--- src/rtl/rzd_pkg.sv ---
package rzd_pkg;

   // Counter width needed to hold values 0 .. ticks-1
   function automatic int unsigned tick_cnt_width(input int unsigned ticks);
      return (ticks <= 2) ? 1 : $clog2(ticks);
   endfunction

   // Selects which clock edges of the line count as a pulse edge
   typedef enum logic {
      EDGE_RISE = 1'b0,
      EDGE_FALL = 1'b1
   } pulse_edge_e;

endpackage

--- src/rtl/rzd_edge_sync.sv ---
module rzd_edge_sync #(
   parameter int unsigned STAGES = 2
) (
   input  logic clk_i,
   input  logic rst_ni,
   input  logic line_i,
   input  logic invert_i,
   output logic sync_o,
   output logic edge_o
);
   import rzd_pkg::*;

   logic [STAGES-1:0] stage_q;
   logic              last_q;
   pulse_edge_e       sel;
   logic              pol_now;
   logic              pol_last;

   if (STAGES < 2) begin : g_bad_stages
      $error("rzd_edge_sync: STAGES must be at least 2");
   end

   // Synchronizer chain, one flop per stage
   for (genvar s = 0; s < STAGES; s++) begin : g_stage
      if (s == 0) begin : g_first
         always_ff @(posedge clk_i or negedge rst_ni) begin
            if (!rst_ni) stage_q[0] <= 1'b0;
            else         stage_q[0] <= line_i;
         end
      end else begin : g_next
         always_ff @(posedge clk_i or negedge rst_ni) begin
            if (!rst_ni) stage_q[s] <= 1'b0;
            else         stage_q[s] <= stage_q[s-1];
         end
      end
   end

   // Previous synchronized value for edge detection
   always_ff @(posedge clk_i or negedge rst_ni) begin
      if (!rst_ni) last_q <= 1'b0;
      else         last_q <= stage_q[STAGES-1];
   end

   assign sel      = pulse_edge_e'(invert_i);
   assign sync_o   = stage_q[STAGES-1];
   assign pol_now  = (sel == EDGE_FALL) ? ~stage_q[STAGES-1] : stage_q[STAGES-1];
   assign pol_last = (sel == EDGE_FALL) ? ~last_q : last_q;
   assign edge_o   = pol_now & ~pol_last;

endmodule

--- src/rtl/rzd_bit_timer.sv ---
module rzd_bit_timer #(
   parameter int unsigned TICKS_PER_BIT = 16
) (
   input  logic clk_i,
   input  logic rst_ni,
   input  logic tick_i,
   input  logic start_i,
   output logic busy_o
);
   import rzd_pkg::*;

   localparam int unsigned CW = tick_cnt_width(TICKS_PER_BIT);
   localparam logic [CW-1:0] RELOAD = CW'(TICKS_PER_BIT - 1);

   logic [CW-1:0] cnt_q;
   logic          busy_q;

   if (TICKS_PER_BIT < 2) begin : g_bad_ticks
      $error("rzd_bit_timer: TICKS_PER_BIT must be at least 2");
   end

   // An edge always wins and reloads; otherwise count down on strobes.
   always_ff @(posedge clk_i or negedge rst_ni) begin
      if (!rst_ni) begin
         cnt_q  <= '0;
         busy_q <= 1'b0;
      end else if (start_i) begin
         cnt_q  <= RELOAD;
         busy_q <= 1'b1;
      end else if (busy_q && tick_i) begin
         if (cnt_q == '0) busy_q <= 1'b0;
         else             cnt_q  <= cnt_q - 1'b1;
      end
   end

   assign busy_o = busy_q;

   assert_idle_zero_R1: assert property (@(posedge clk_i) disable iff (!rst_ni)
      !busy_q |-> (cnt_q == '0));

   assert_reload_on_edge_R5: assert property (@(posedge clk_i) disable iff (!rst_ni)
      start_i |=> (busy_q && cnt_q == RELOAD));

   assert_release_on_last_tick_R3: assert property (@(posedge clk_i) disable iff (!rst_ni)
      (busy_q && tick_i && cnt_q == '0 && !start_i) |=> !busy_q);

   assert_hold_without_tick_R9: assert property (@(posedge clk_i) disable iff (!rst_ni)
      (busy_q && !tick_i && !start_i) |=> (busy_q && $stable(cnt_q)));

   assert_busy_needs_edge_R2: assert property (@(posedge clk_i) disable iff (!rst_ni)
      $rose(busy_q) |-> $past(start_i));

endmodule

--- src/rtl/rz_pulse_demod.sv ---
module rz_pulse_demod #(
   parameter int unsigned TICKS_PER_BIT = 16,
   parameter int unsigned SYNC_STAGES   = 2
) (
   input  logic clk_i,
   input  logic rst_ni,
   input  logic os_tick_i,
   input  logic rz_rx_i,
   input  logic demod_en_i,
   input  logic rz_invert_i,
   output logic nrz_rx_o
);

   logic line_sync;
   logic pulse_edge;
   logic timer_busy;

   rzd_edge_sync #(
      .STAGES(SYNC_STAGES)
   ) u_sync (
      .clk_i   (clk_i),
      .rst_ni  (rst_ni),
      .line_i  (rz_rx_i),
      .invert_i(rz_invert_i),
      .sync_o  (line_sync),
      .edge_o  (pulse_edge)
   );

   rzd_bit_timer #(
      .TICKS_PER_BIT(TICKS_PER_BIT)
   ) u_timer (
      .clk_i  (clk_i),
      .rst_ni (rst_ni),
      .tick_i (os_tick_i),
      .start_i(pulse_edge & demod_en_i),
      .busy_o (timer_busy)
   );

   assign nrz_rx_o = demod_en_i ? ~timer_busy : line_sync;

   assert_reset_idle_R1: assert property (@(posedge clk_i)
      (!rst_ni && demod_en_i) |-> nrz_rx_o);

   assert_passthru_timer_quiet_R8: assert property (@(posedge clk_i) disable iff (!rst_ni)
      (!demod_en_i && !timer_busy) |=> (!timer_busy || demod_en_i));

endmodule

--- config.mk ---
export PLATFORM = sky130hd
export DESIGN_NAME = rz_pulse_demod
export DESIGN_NICKNAME = d
export VERILOG_FILES = /design/src/rtl/rzd_pkg.sv /design/src/rtl/rzd_edge_sync.sv /design/src/rtl/rzd_bit_timer.sv /design/src/rtl/rz_pulse_demod.sv
export SDC_FILE = /design/constraint.sdc
export NUM_CORES = 1
export LEC_CHECK = 0
export BUFFER_PORTS_ARGS = -buffer_cell sky130_fd_sc_hd__clkbuf_2
export CAP_MARGIN = 0
export CORE_AREA = 2 2 39 41
export DETAILED_ROUTE_END_ITERATION = 10
export DIE_AREA = 0 0 41 43
export GPL_ROUTABILITY_DRIVEN = 1
export HOLD_SLACK_MARGIN = 0.02
export PLACE_DENSITY = 0.52
export SKIP_LAST_GASP = 1
export SYNTH_ARGS = -nofsm -noshare
export SYNTH_HDL_FRONTEND = slang
export SYNTH_SLANG_ARGS = --single-unit
--- constraint.sdc ---
create_clock -name clk_i -period 1.4 [get_ports clk_i]
set_input_delay 0.07 -clock clk_i [delete_from_list [all_inputs] [get_ports clk_i]]
set_output_delay 0.07 -clock clk_i [all_outputs]
set_load 0.02 [all_outputs]
# Yosys cells after proc, flatten, opt, wreduce, memory -nomap -nowiden
# Index checks and enable logic that the tools add are counted.
dict set report word_totals {
  in_bits 6
  out_inout_bits 1
  regBits 8
  word_cells 28
}
dict set report op_classes {
  reduce_logical 6
  bitwise_logic 6
  n_addsub 1
  n_mux 9
  n_eq_ne 1
}
# cell count
set ops {}
lappend ops {{4-bit 2-to-1 mux} 3}
lappend ops {{1-bit 2-to-1 mux} 6}
lappend ops {{4-bit zero test} 1}
lappend ops {{1-bit inverter} 4}
lappend ops {{2-bit AND reduction} 2}
lappend ops {{2-bit nonzero test} 2}
lappend ops {{4-bit by 1-bit subtractor with 4-bit output, second input constant} 1}
lappend ops {{1-bit bitwise AND} 2}
lappend ops {{2-bit by 1-bit != test with 1-bit output, second input constant} 1}
lappend ops {{1-bit logical AND} 1}

# Longest topological paths before layout
# Gate-level depths: netlist (run 1).
dict set report depth {
  depth_word 7
  depth_mapped 5
  mapped_depth_nobuf 5
}

# Modules after synthesis
# Synthesis (run 1) repeated with hierarchy kept, for this count alone.
dict set report hier_totals {
  cells_unflattened 35
  hier_area_um2 365.4
}
# mod seq_area_each_um2 cells_each area_per_inst_um2 instances
set by_module_without_submodules {}
lappend by_module_without_submodules {rzd_bit_timer 125.1 26 251.5 1}
lappend by_module_without_submodules {rzd_edge_sync 75.1 6 97.6 1}
lappend by_module_without_submodules {rz_pulse_demod 0.0 3 16.3 1}

# Least setup slack after synthesis (run 1)
# Ideal clock, no wire load.
dict set report synth_path {
  path_kind {flip-flop to flip-flop}
  start {register u_timer.cnt_q[0]}
  end {register u_timer.cnt_q[3]}
  t_arrival_ns 1.276
  required_ns 1.330
  setup_ns 0.070
  path_slack_ns 0.054
  period_less_slack_ns 1.346
  stages_incl_launch_ff 6
  path_buffers 0
  path_cell_list {dfrtp_1 -> inv_1 -> ha_1 -> nor3b_1 -> or4_1 -> nand3_1}
}
dict set report synth_between {
  elab_chain_cells 4
  word_cells_on_any_way 7
  cone_classes {add/sub: 1; eq/ne: 1; mux: 3; reduce/logical: 2}
}
# item line_no
set synth_lines {}
lappend synth_lines {{from (decl)} rzd_bit_timer.sv:15} ;# logic [CW-1:0] cnt_q;
lappend synth_lines {{from (signal assigned)} rzd_bit_timer.sv:32} ;# else cnt_q <= cnt_q - 1'b1;
lappend synth_lines {{4-bit by 1-bit subtractor with 4-bit output} rzd_bit_timer.sv:32}
lappend synth_lines {{4-bit 2-to-1 mux} rzd_bit_timer.sv:31} ;# if (cnt_q == '0) busy_q <= 1'b0;
lappend synth_lines {{4-bit 2-to-1 mux} rzd_bit_timer.sv:30} ;# end else if (busy_q && tick_i) begin
lappend synth_lines {{4-bit 2-to-1 mux} rzd_bit_timer.sv:27} ;# end else if (start_i) begin
# Several ways; a longest one is shown, not always the timed one. The select of a mux whose other input is x is not followed.
# A chain may end at the register's enable or synchronous reset.

# Final worst setup path (run 1)
# Ends and elaborated chain as after synthesis.

==> results of run 1 <==
[area by class of cell]
type | count | share of cell area [%]
multi-input cells | 23 | 30.9
flip-flops and latches | 8 | 40.5
clock buffers | 3 | 4.56
well taps | 16 | 4.05
repair buffers | 13 | 17.7
inverters | 3 | 2.28
[kinds of logic after synthesis]
kind of cell             after synthesis  share of synthesized area (%)
AND/OR/NAND/NOR                       14                           22.6
buffers and inverters                  3                           3.14
AO/OA/AOI/OAI                          7                           12.2
adder cells (fa/ha/maj)                1                           3.48
multiplexers                           1                           2.79
flip-flops                             8                           55.7
[registers in the layout, summed over array words and instances (netlist names)]
| signal | cells |
|---|---|
| u_timer.busy_o | 1 |
| u_sync.stage_q | 1 |
| u_timer.cnt_q | 4 |
| u_sync.last_q | 1 |
| u_sync.sync_o | 1 |
[cell usage in the layout, fill, tap and decap left out]
master         instances
nand3_1                3
or3_2                  1
nor3b_2                1
clkbuf_4               3
ha_1                   1
o311ai_0               1
dlygate4sd3_1          2
nand2_1                4
clkbuf_2               6
and3b_1                1
or4_1                  1
o21ai_0                4
buf_4                  5
dfrtp_1                8
inv_1                  3
or3_1                  1
nor3b_1                1
o31ai_1                1
mux2i_1                1
o211ai_1               1
nand2b_1               1
[layer usage]
layer	vias to the layer above	track usage, %
li1	157	-
met1	146	11.6
met2	10	14.1
met3	2	6.28
met4	0	4.00
met5	-	0
[per-stage QoR]
step	instances	total power, W
floorplan	34	0.000509
global placement	58	0.000591
detailed placement	58	0.000595
CTS	65	0.000827
global route	66	0.000911
finish	66	0.000835
[Yosys cell counts]
cell / n / share of area (%)
or4_1: 1 / 2.1
mux2i_1: 1 / 2.8
nand2_1: 4 / 4.2
nor3b_1: 2 / 4.2
or3_1: 1 / 1.7
nand3_1: 3 / 4.2
ha_1: 1 / 3.5
or3_2: 1 / 2.1
o211ai_1: 1 / 2.1
inv_1: 3 / 3.1
and3b_1: 1 / 2.4
nand2b_1: 1 / 1.7
dfrtp_1: 8 / 56
o21ai_0: 4 / 5.6
o31ai_1: 1 / 2.1
o311ai_0: 1 / 2.4
[repair_timing]
| item | in CTS | in global routing |
|---|---|---|
| pin swaps | 2 | 0 |
| gates resized for setup | 1 | 0 |
| hold endpoints to repair | 9 | 0 |
| setup endpoints to repair | 1 | 1 |
| buffers inserted | 2 | 1 |
| hold buffers | 2 | 0 |
[power groups by stage]
stage	registers (W)	logic, W	clock network (W)
4_1_cts	0.000357	0.000291	0.000179
3_3_place_gp	0.000369	0.000222	0
5_1_grt	0.000370	0.000350	0.000191
2_1_floorplan	0.000350	0.000158	0
6_report	0.000358	0.000309	0.000168
3_5_place_dp	0.000367	0.000228	0
[tightest hold or removal path, cell delays in order]
cell and delay, ns:
clkbuf_2 0.10, nand2_1 0.06, o31ai_1 0.05, nand2_1 0.06
[final timing paths]
path | endpoint | slack (ns) | cells past startpoint
min in group asynchronous | u_timer.cnt_q[2] | 0.21 | 2
worst min-delay path | u_timer.busy_o | 0.12 | 4
max in group asynchronous | u_timer.cnt_q[1] | 1.01 | 2
worst min register to register | u_sync.sync_o | 0.34 | 0
worst max-delay path | u_timer.cnt_q[3] | 0.02 | 3
worst max register to register | u_timer.cnt_q[3] | 0.02 | 3
==> run metrics, run 1 <==
status completed; nets 59; Die Ht 43 µm; Clock transition at path regs 0.05 ns; yosys warns 0; slew of the pin with the lowest slew margin 0.283 ns; clk sink count 8; DIE AREA 1760 µm²; number of global-route vias before repair 289; Final Max Slew Viols 0; Slew headroom 80.9%; Post-Place Cell Area 424 µm²; DP Wirelength 463 µm; Combinational Power Share 37.1%; FF+latch count, synth 8; internal power component 0.000572 W; DR vias 315; Psw 0.000263 W; clk_lat worst skew 0.25 ns; RSZ-0062 raised after global routing true; DP Worst Slack -0.0110 ns; CTS buffer count 3; number of fill cells 139; CP required 1.58 ns; antenna-violating nets left 0; worst-path fanout max 3; Core Region 1380 µm²; pin count of the biggest net entering global routing 9; CP Capture Type flop; crit-path leading delay family simple AND/OR/NAND/NOR gates; fin util 35.7%; GP Congestion 0.666; worst min path class input pin to flop; multi-input logic area 153 µm²; Horiz. Die Dim 41 µm; min-delay src os_tick_i; Clock Power Share 20.1%; drt initial violations 14; TritonCTS clock tree built; TritonRoute pass-1 iters 4; Post-route DRC 0; CP Data Arrival Time 1.57 ns; share of layout cells above drive strength 1 32.0%; crit path cell chain or3_1 -> or4_1 -> nand3_1; final worst path period need 1.38 ns; cell area after synthesis 359 µm²; CTS Buffer Depth 2; H-Tree Depth 1; total track usage 9.94%; fmax 723 MHz; via/cell ratio 4.77; Initial Util 25.9%; Clock Skew 0.00192 ns; setup tns final 0 ns; final clock period utilization by the worst path 98.8%; metal2 WL 307 µm; drt wl/cell 10.3 µm; diode count 0; Setup crit start kind flop; row cnt 14; Crit path largest cell delay 0.48 ns; kind of critical path flop to flop; crit path max-delay cell type or4_1; Hold Vio Cnt, Final 0; fin worst setup slack 0.0167 ns; I/O Pins 7; wl on met1 316 µm; global route overflow 0; register area 200 µm²; Final setup viols 0; number of max-cap violations 0; Final Instance Area 494 µm²; syn avg cell area 10.6 µm²; Critical Path Start u_timer.cnt_q[0]; Max Used Layer met4; initial antenna violation count 0; clk root buf clkbuf_4; share of the yosys chip area belonging to registers 55.7%; CP bufs+invs 0; hold_ws 0.124 ns; port bufs 6; Switching Share 31.5%; P&R area growth vs syn 37.6%; P_leak 0.231 nW; count of unique library cells instantiated by Yosys 16; Synth Net Count 41; met3 wire length 55 µm; cell count after synthesis 34; reg2reg start u_timer.cnt_q[0]; first-pass GRT wire length 1.14 mm; Seq pwr share 42.8%; PwrDens 1690 nW/µm²; peak supply drop 0.527 mV; drt total wl 683 µm
(Power assumes the default switching activity.)
==> run 2: changes to the inputs <==
BUFFER_PORTS_ARGS = not set   (was -buffer_cell sky130_fd_sc_hd__clkbuf_2)
DONT_BUFFER_PORTS = 1   (was not set)
PLACE_DENSITY = 0.48   (was 0.52)
==> run 2 against run 1 <==
Compared with the run above: critical endpoint unchanged; critical path depth stayed put; core utilization decreased by 1.5 points; critical path type unchanged; the run now ends with setup timing left; total power up 1.4%; register-to-register slack worse by 0.03 ns.
==> run metrics, run 2 (synthesis results as in run 1) <==
PwrDens 1790 nW/µm² (+5.9%); Final Max Slew Viols 0 (unchanged); Post-route DRC 0 (unchanged); CP Data Arrival Time 1.61 ns (+0.04 ns); clk_lat worst skew 0.25 ns (about the same); P&R area growth vs syn 31.7%; clk root buf clkbuf_4; number of max-cap violations 0 (unchanged); global route overflow 0 (unchanged); Clock Skew 0.00212 ns (+0.000205 ns); fin worst setup slack -0.0172 ns (-0.0339 ns); DIE AREA 1760 µm² (unchanged); slew of the pin with the lowest slew margin 0.521 ns (+0.239 ns); DP Wirelength 523 µm (+13%); GP Congestion 0.745 (+12%); Largest register FFs 4 (unchanged); violated checks setup timing; drt wl/cell 13.2 µm (+27%); initial antenna violation count 0 (unchanged); Clock transition at path regs 0.05 ns (about the same); Initial Util 25.9% (unchanged); drt total wl 791 µm (+16%); row cnt 14 (unchanged); drt initial violations 3 (-11); Die Ht 43 µm (unchanged); TritonRoute pass-1 iters 4 (unchanged); status finished with violations; CP required 1.59 ns (about the same); share of layout cells above drive strength 1 27.3% (-4.7 points); number of fill cells 140 (+0.72%); fmax 706 MHz (-2.4%); pin count of the biggest net entering global routing 9 (unchanged); peak supply drop 0.601 mV (+14%); DR vias 288 (-8.6%); CP bufs+invs 0 (unchanged); CP Capture Type flop; Crit path largest cell delay 0.49 ns (about the same); CTS buffer count 3 (unchanged); final worst path period need 1.42 ns (+0.0339 ns); DP Worst Slack -0.0118 ns (-0.000774 ns); RSZ-0062 raised after global routing true; GRT Max-Usage Layer met1; nets 53 (-10%); commonest non-fill, non-tap cell in the layout dfrtp_1; crit path cell chain or3_1 -> or4_4 -> nand3_2; antenna-violating nets left 0 (unchanged); total track usage 11.4% (+1.4 points); placed insts 53 (-8.6%); Core Region 1380 µm² (unchanged); H-Tree Depth 1 (unchanged); total power 0.000847 W (+1.4%); clk sink count 8 (unchanged); kind of critical path flop to flop; Final setup viols 1 (+1); Horiz. Die Dim 41 µm (unchanged); met1 Resource Use GR 15.7% (+4.0 points); Post-Place Cell Area 402 µm² (-5.3%); worst min path class input pin to flop; crit-path leading delay family simple AND/OR/NAND/NOR gates; TritonCTS clock tree built; P_leak 0.209 nW (-9.5%); Slew headroom 64.2% (-17 points); grt met3 use 4.71% (-1.6 points); hold_ws 0.0216 ns (-0.103 ns); Final Instance Area 473 µm² (-4.3%); Setup crit start kind flop; worst-path fanout max 3 (unchanged); most flop-heavy register u_timer.cnt_q; first-pass GRT wire length 1.32 mm (+16%); Hold Vio Cnt, Final 0 (unchanged); CTS Buffer Depth 2 (unchanged); met2 Usage GRT 14.7% (+0.63 points); via/cell ratio 4.80 (+0.57%); most frequent cells in the layout dfrtp_1, buf_4, o21ai_0, nand2_1; final clock period utilization by the worst path 101% (+2.4 points); crit path max-delay cell type or4_4; number of global-route vias before repair 312 (+8.0%); I/O Pins 7 (unchanged); port bufs 0 (-6); diode count 0 (unchanged); Layout Cells excl Fill 60 (-9.1%)
run 2: cell count changes in the layout (fill, tap and decap cells not counted):
cell,previous run,this run
or4_1,1,0
or4_4,0,1
clkbuf_2,6,0
nand3_2,0,1
nand3_1,3,2
run 2: worst paths after layout:
| check | from | endpoint | slack, ns | cells after the start |
|---|---|---|---|---|
| setup / recovery | u_timer.cnt_q[0] | u_timer.cnt_q[3] | -0.02 | 3 |
| hold / removal | os_tick_i | u_timer.busy_o | 0.02 | 3 |
| setup reg to reg | u_timer.cnt_q[0] | u_timer.cnt_q[3] | -0.02 | 3 |
| hold reg to reg | u_sync.stage_q[0] | u_sync.sync_o | 0.35 | 0 |
| max in group asynchronous | rst_ni | u_sync.stage_q[0] | 0.94 | 1 |
| min in group asynchronous | rst_ni | u_timer.cnt_q[3] | 0.18 | 1 |
run 2: repair_timing:
action / CTS / global route
setup endpoints to repair: 1 / 1
setup buffers: 1 / 1
gates cloned: 0 / 0
hold endpoints to repair: 9 / 0
hold buffers: 2 / 0
pin swaps: 0 / 2
gates resized for setup: 1 / 2
run 2: per-stage QoR:
stage / setup TNS (ns) / utilization (%)
6_report: -0.0172 / 34.2
5_1_grt: -0.0539 / 34.2
3_3_place_gp: 0 / 29.0
4_1_cts: 0 / 33.0
2_1_floorplan: 0 / -
3_5_place_dp: -0.0118 / 29.0
run 2: worst min-delay path, delay by kind of cell:
family             cells  cell delay [ns]
AOI/OAI and AO/OA      1             0.06
and+or+nand+nor        2             0.10
run 2: cell type report:
type                            count  area (µm²)  share of cell area [%]
Inverter                            3        11.3                    2.38
Tap cell                           16        20.0                    4.23
Timing Repair Buffer                7        57.6                    12.2
Clock buffer                        3        22.5                    4.76
Sequential cell                     8         200                    42.3
Multi-Input combinational cell     23         161                    34.1
run 2: per-layer routing:
metal / share of wire, % / wire length [µm] / up-vias
met5: 0 / 0 / -
met1: 45 / 356 / 141
li1: - / - / 143
met3: 3.9 / 31 / 0
met2: 51 / 403 / 4
met4: 0 / 0 / 0
run 2: report_power, final:
group	leakage [nW]	internal (W)	total, W	switching [W]
Sequential	0.0885	0.000302	0.000361	0.0000590
Combinational	0.107	0.000166	0.000312	0.000145
Clock	0.0138	0.0000980	0.000174	0.0000763
Total	0.209	0.000566	0.000847	0.000281
